`src/rtl/rename_pkg.sv`:
```
package rename_pkg;

    localparam int unsigned LOG_REGS_DEF  = 8;
    localparam int unsigned PHYS_REGS_DEF = 16;

endpackage

```
`src/rtl/rename_map_table.sv`:
```
module rename_map_table
    import rename_pkg::*;
#(
    parameter int unsigned NUM_LOG  = LOG_REGS_DEF,
    parameter int unsigned NUM_PHYS = PHYS_REGS_DEF,
    parameter int unsigned NUM_RD   = 3,
    localparam int unsigned LW = $clog2(NUM_LOG),
    localparam int unsigned PW = $clog2(NUM_PHYS)
) (
    input  logic                     clk,
    input  logic                     rst_n,
    input  logic [NUM_RD-1:0][LW-1:0] rd_idx_i,
    output logic [NUM_RD-1:0][PW-1:0] rd_phys_o,
    input  logic                     wr_en_i,
    input  logic [LW-1:0]            wr_idx_i,
    input  logic [PW-1:0]            wr_phys_i
);

    typedef struct packed {
        logic [NUM_LOG-1:0][PW-1:0] ent;
    } table_t;

    table_t tbl_d, tbl_q;

    function automatic table_t reset_table();
        table_t t;
        for (int i = 0; i < int'(NUM_LOG); i++) begin
            t.ent[i] = PW'(i);
        end
        return t;
    endfunction

    always_comb begin
        tbl_d = tbl_q;
        if (wr_en_i) begin
            tbl_d.ent[wr_idx_i] = wr_phys_i;
        end
    end

    always_ff @(posedge clk) begin
        if (!rst_n) begin
            tbl_q <= reset_table();
        end else begin
            tbl_q <= tbl_d;
        end
    end

    for (genvar g = 0; g < int'(NUM_RD); g++) begin : g_rd
        assign rd_phys_o[g] = tbl_q.ent[rd_idx_i[g]];
    end

endmodule

```
`src/rtl/rename_free_fifo.sv`:
```
module rename_free_fifo
    import rename_pkg::*;
#(
    parameter int unsigned NUM_LOG  = LOG_REGS_DEF,
    parameter int unsigned NUM_PHYS = PHYS_REGS_DEF,
    localparam int unsigned DEPTH = NUM_PHYS - NUM_LOG,
    localparam int unsigned PW    = $clog2(NUM_PHYS),
    localparam int unsigned IW    = (DEPTH > 1) ? $clog2(DEPTH) : 1,
    localparam int unsigned CW    = $clog2(DEPTH + 1)
) (
    input  logic          clk,
    input  logic          rst_n,
    input  logic          pop_i,
    input  logic          push_i,
    input  logic [PW-1:0] push_phys_i,
    output logic [PW-1:0] head_phys_o,
    output logic          empty_o
);

    typedef struct packed {
        logic [DEPTH-1:0][PW-1:0] slot;
        logic [IW-1:0]            head;
        logic [IW-1:0]            tail;
        logic [CW-1:0]            count;
    } fifo_t;

    fifo_t st_d, st_q;
    logic  do_pop, do_push;

    function automatic logic [IW-1:0] ptr_inc(logic [IW-1:0] p);
        if (p == IW'(DEPTH - 1)) begin
            return '0;
        end
        return p + IW'(1);
    endfunction

    function automatic fifo_t reset_fifo();
        fifo_t f;
        for (int i = 0; i < int'(DEPTH); i++) begin
            f.slot[i] = PW'(int'(NUM_LOG) + i);
        end
        f.head  = '0;
        f.tail  = '0;
        f.count = CW'(DEPTH);
        return f;
    endfunction

    always_comb begin
        st_d    = st_q;
        do_pop  = pop_i && (st_q.count != '0);
        do_push = push_i && ((st_q.count != CW'(DEPTH)) || do_pop);
        if (do_pop) begin
            st_d.head = ptr_inc(st_q.head);
        end
        if (do_push) begin
            st_d.slot[st_q.tail] = push_phys_i;
            st_d.tail            = ptr_inc(st_q.tail);
        end
        case ({do_push, do_pop})
            2'b10:   st_d.count = st_q.count + CW'(1);
            2'b01:   st_d.count = st_q.count - CW'(1);
            default: st_d.count = st_q.count;
        endcase
    end

    always_ff @(posedge clk) begin
        if (!rst_n) begin
            st_q <= reset_fifo();
        end else begin
            st_q <= st_d;
        end
    end

    assign head_phys_o = st_q.slot[st_q.head];
    assign empty_o     = (st_q.count == '0);

endmodule

```
`src/rtl/rename_unit.sv`:
```
module rename_unit
    import rename_pkg::*;
#(
    parameter int unsigned NUM_LOG  = LOG_REGS_DEF,
    parameter int unsigned NUM_PHYS = PHYS_REGS_DEF,
    localparam int unsigned LW = $clog2(NUM_LOG),
    localparam int unsigned PW = $clog2(NUM_PHYS)
) (
    input  logic          clk,
    input  logic          rst_n,
    input  logic          ren_valid_i,
    input  logic [LW-1:0] ren_src_a_i,
    input  logic [LW-1:0] ren_src_b_i,
    input  logic [LW-1:0] ren_dst_i,
    input  logic          ren_dst_en_i,
    output logic          ren_ready_o,
    output logic [PW-1:0] src_a_phys_o,
    output logic [PW-1:0] src_b_phys_o,
    output logic [PW-1:0] dst_phys_o,
    output logic [PW-1:0] dst_prev_phys_o,
    input  logic          rel_valid_i,
    input  logic [PW-1:0] rel_phys_i
);

    localparam int unsigned NUM_RD = 3;

    logic                      free_empty;
    logic                      alloc;
    logic [PW-1:0]             free_head;
    logic [NUM_RD-1:0][LW-1:0] rd_idx;
    logic [NUM_RD-1:0][PW-1:0] rd_phys;

    // sources and the old destination mapping come from the pre-update table
    assign rd_idx      = {ren_dst_i, ren_src_b_i, ren_src_a_i};
    assign ren_ready_o = !free_empty || !ren_dst_en_i;
    assign alloc       = ren_valid_i && ren_dst_en_i && !free_empty;

    rename_map_table #(
        .NUM_LOG  (NUM_LOG),
        .NUM_PHYS (NUM_PHYS),
        .NUM_RD   (NUM_RD)
    ) u_map (
        .clk       (clk),
        .rst_n     (rst_n),
        .rd_idx_i  (rd_idx),
        .rd_phys_o (rd_phys),
        .wr_en_i   (alloc),
        .wr_idx_i  (ren_dst_i),
        .wr_phys_i (free_head)
    );

    rename_free_fifo #(
        .NUM_LOG  (NUM_LOG),
        .NUM_PHYS (NUM_PHYS)
    ) u_free (
        .clk         (clk),
        .rst_n       (rst_n),
        .pop_i       (alloc),
        .push_i      (rel_valid_i),
        .push_phys_i (rel_phys_i),
        .head_phys_o (free_head),
        .empty_o     (free_empty)
    );

    assign src_a_phys_o    = rd_phys[0];
    assign src_b_phys_o    = rd_phys[1];
    assign dst_prev_phys_o = rd_phys[2];
    assign dst_phys_o      = free_head;

endmodule

```
`config.mk`:
```
export PLATFORM = sky130hd
export DESIGN_NAME = rename_unit
export DESIGN_NICKNAME = d
export VERILOG_FILES = /design/src/rtl/rename_pkg.sv /design/src/rtl/rename_map_table.sv /design/src/rtl/rename_free_fifo.sv /design/src/rtl/rename_unit.sv
export SDC_FILE = /design/constraint.sdc
export NUM_CORES = 1
export LEC_CHECK = 0
export ABC_AREA = 1
export ABC_CLOCK_PERIOD_IN_PS = 2100
export CAP_MARGIN = 15
export CORE_MARGIN = 4
export CORE_UTILIZATION = 53
export DETAILED_ROUTE_END_ITERATION = 10
export GPL_ROUTABILITY_DRIVEN = 1
export GPL_TIMING_DRIVEN = 0
export PLACE_DENSITY = 0.76
export SYNTH_ARGS = -nofsm -noshare
export SYNTH_HDL_FRONTEND = slang
export SYNTH_SLANG_ARGS = --single-unit
```
`constraint.sdc`:
```
create_clock -name clk -period 2.1 [get_ports clk]
set_input_delay 0.21 -clock clk [delete_from_list [all_inputs] [get_ports clk]]
set_output_delay 0.21 -clock clk [all_outputs]
set_load 0.005 [all_outputs]
```
==> results_dict.tcl <==
set metrics [dict create \
    outcome "completed" \
    synth_simple_gate_area_frac 0.3464 \
    layout.cells.non_filler 822 \
    initial_utilization 0.5407 \
    cts_tree "built" \
    gp_congestion 1.043 \
    synth_top_area_cell "dfxtp_1" \
    cts_buffers 9 \
    cts.sinks 74 \
    port_buffers 24 \
    maxCapViolations 0 \
    crit_path_end "dst_phys_o[2]" \
    rr_endpoint "u_free.st_q[2]" \
    cp_data_arrival_time_ps 1850 \
    dieArea_um2 9865 \
    post-route-period-util 0.9789 \
    fin_skew_ps 6.092 \
    period_needed_ps 2056 \
    synth-edff-count 0 \
    timing.final.max_slew_violations 0 \
    p_leak_nw 2.653 \
    synth_seq_cells 74 \
    clk_path_buf_depth 2 \
    fmaxAchievable_mhz 486.5 \
    routed-via-count 4664 \
    required_ps 1890 \
    nNetsFinal 737 \
    synthTopCellsByArea "dfxtp_1 34%, nand2_1 12%, a21oi_1 8.6%" \
    fillers 724 \
    post_synth_xor_area_fraction 0.001981 \
    synth_area_um2 4420 \
    synth_cell_type_count 32 \
    dieHeight_um 99.33 \
    utilization 0.6465 \
    insertion_delay_ps 360 \
    clk_pin_slew_ps 80 \
    gr-usage-all-layers 0.2653 \
    worst_pin_slew_ps 561.6 \
    slew_headroom 0.6256 \
    synthArstFlopShare 0 \
    ys_top_cells_by_count "147 x nand2_1, 76 x a21oi_1, 76 x inv_1, 74 x dfxtp_1, 64 x nand3_1" \
    gr-total-overflow 0 \
    synth_top_area_frac 0.3351 \
    wl_per_cell_um 15.90 \
    fp.coreArea_um2 8175 \
    syn_avg_cell_area_um2 6.637 \
    ys_warn_count 0 \
    num_io_pins 35 \
    yosysSeqAreaShare 0.3351 \
    htreeDepth 3 \
    end_kind "primary output" \
    cp_max_fo 5 \
    ant_nets 0 \
    dp_hpwl_um 9457 \
    synthMostInstantiatedCell "nand2_1" \
    clock_tree.root_cell "clkbuf_8" \
    reg2reg_slack_ps 140 \
    syn-num-nets 691 \
    drc 0 \
    pwr_density_cell_nw_per_um2 854.5 \
    grt_start_max_net_pins 14 \
    die_x_um 99.33 \
    reg2reg_from "u_free.st_q[1]" \
    hold_viol 0 \
    synth_compound_area_frac 0.1749 \
    dr.pass1.iters 6 \
    drt_iter0_markers 513 \
    synth-adder-area-share 0.01981 \
    rows 33 \
    antenna_found_initial 0 \
    antenna_cells 0 \
    setup_violations 0 \
    crit_type "reg -> out" \
    peakVddDrop_mv 0.5119 \
    grt_pass1_vias 4294 \
    yosys-mux-area-fraction 0 \
    area_growth_pct 19.56 \
    drive_gt1_frac 0.1492 \
    worstHoldPathType "in -> reg" \
    grt_pass1_wl_um 20890 \
    crit_start "u_free.st_q[7]" \
    reg2reg_depth 15 \
    synth-main-ff-cell "dfxtp_1" \
    postSynthCellCount 666 \
    viasPerCell 5.674 \
    start_kind "register" \
    placed_cells 795 \
    finalWirelength_um 13070 \
    synth_top_family_by_area "simple AND/OR/NAND/NOR gates" \
]
## area by class of cell
cell class                      instances  area (µm²)  share of cell area
Multi-Input combinational cell        470        2531              0.4789
Sequential cell                        74        1489              0.2817
Inverter                               91       361.6             0.06842
Timing Repair Buffer                   35       344.1             0.06510
Buffer                                 31       200.2             0.03788
Clock buffer                           10       137.6             0.02604
Tap cell                              105       131.4             0.02486
Clock inverter                          6       90.09             0.01705
## cell usage in the layout, fill, tap and decap left out, types with 17 or more instances in the layout
master / count
nand2_1: 145
inv_1: 74
a21oi_1: 74
dfxtp_1: 70
nor2_1: 56
nand3_1: 52
o21ai_0: 37
nand4_1: 22
clkdlybuf4s50_1: 18
o21ai_1: 17
## how the worst min path moves through the flow
stage / startpoint / to / slack, ps / depth (start not counted)
final: rel_phys_i[3] / u_free.st_q[17] / 220 / 3
after global routing: rel_phys_i[3] / u_free.st_q[25] / 220 / 3
after CTS: rel_phys_i[3] / u_free.st_q[17] / 210 / 3
after detailed placement: u_free.st_q[19] / u_free.st_q[19] / 450 / 2
after global placement: u_free.st_q[19] / u_free.st_q[19] / 440 / 2
after floorplan: u_free.st_q[14] / u_free.st_q[14] / 430 / 2
## sequential cells by signal, indices dropped and copies added (netlist names)
name,count
u_free.st_q,42
u_map.tbl_q,32
## metrics by stage
step | power [mW] | setup TNS [ps] | hold slack, ps | setup WS (ps) | instance area (µm²)
floorplan | 2.603 | 0 | 428.7 | 144.5 | 4420
global placement | 2.999 | -919.8 | 438.7 | -334.4 | 4792
finish | 4.516 | 0 | 221.1 | 44.37 | 5285
detailed placement | 3.047 | -1329 | 446.3 | -400.7 | 4792
CTS | 4.392 | -78.25 | 211.3 | -78.25 | 5136
global route | 4.753 | -35.15 | 222.9 | -35.15 | 5285
## power breakdown
part	switching (mW)	total, mW	internal [mW]
clock	0.563	1.27	0.703
sequential	0.113	1.64	1.52
combinational	0.987	1.61	0.626
## kinds of logic (layout without fill, tap and decap cells)
logic type | count (synthesis) | count (layout)
xor gates and xnor gates | 1 | 1
AOI/OAI and AO/OA | 148 | 148
and+or+nand+nor | 314 | 314
DFF | 74 | 74
adders and majority gates | 7 | 7
buffers and inverters | 122 | 173
## critical path: stages, from the launching register on
cell	delay, ps
dfxtp_4	410
inv_4	60
buf_4	150
nand2_1	60
nand3_1	110
nand3_2	120
nand2_4	60
inv_1	50
clkdlybuf4s50_1	480
## layer usage
layer	global-route usage	share of wire	vias to the layer above
li1	-	-	2281
met1	0.3761	0.44	2110
met2	0.4008	0.44	236
met3	0.04769	0.094	37
met4	0.1029	0.022	0
met5	0	0	-
## timing repair
item	4_1_cts	5_1_grt
buffers inserted	5	4
setup endpoints to repair	10	7
pin swaps	5	4
gates resized for setup	23	30
hold buffers	0	0
cloned	0	2
(Power assumes the default switching activity.)
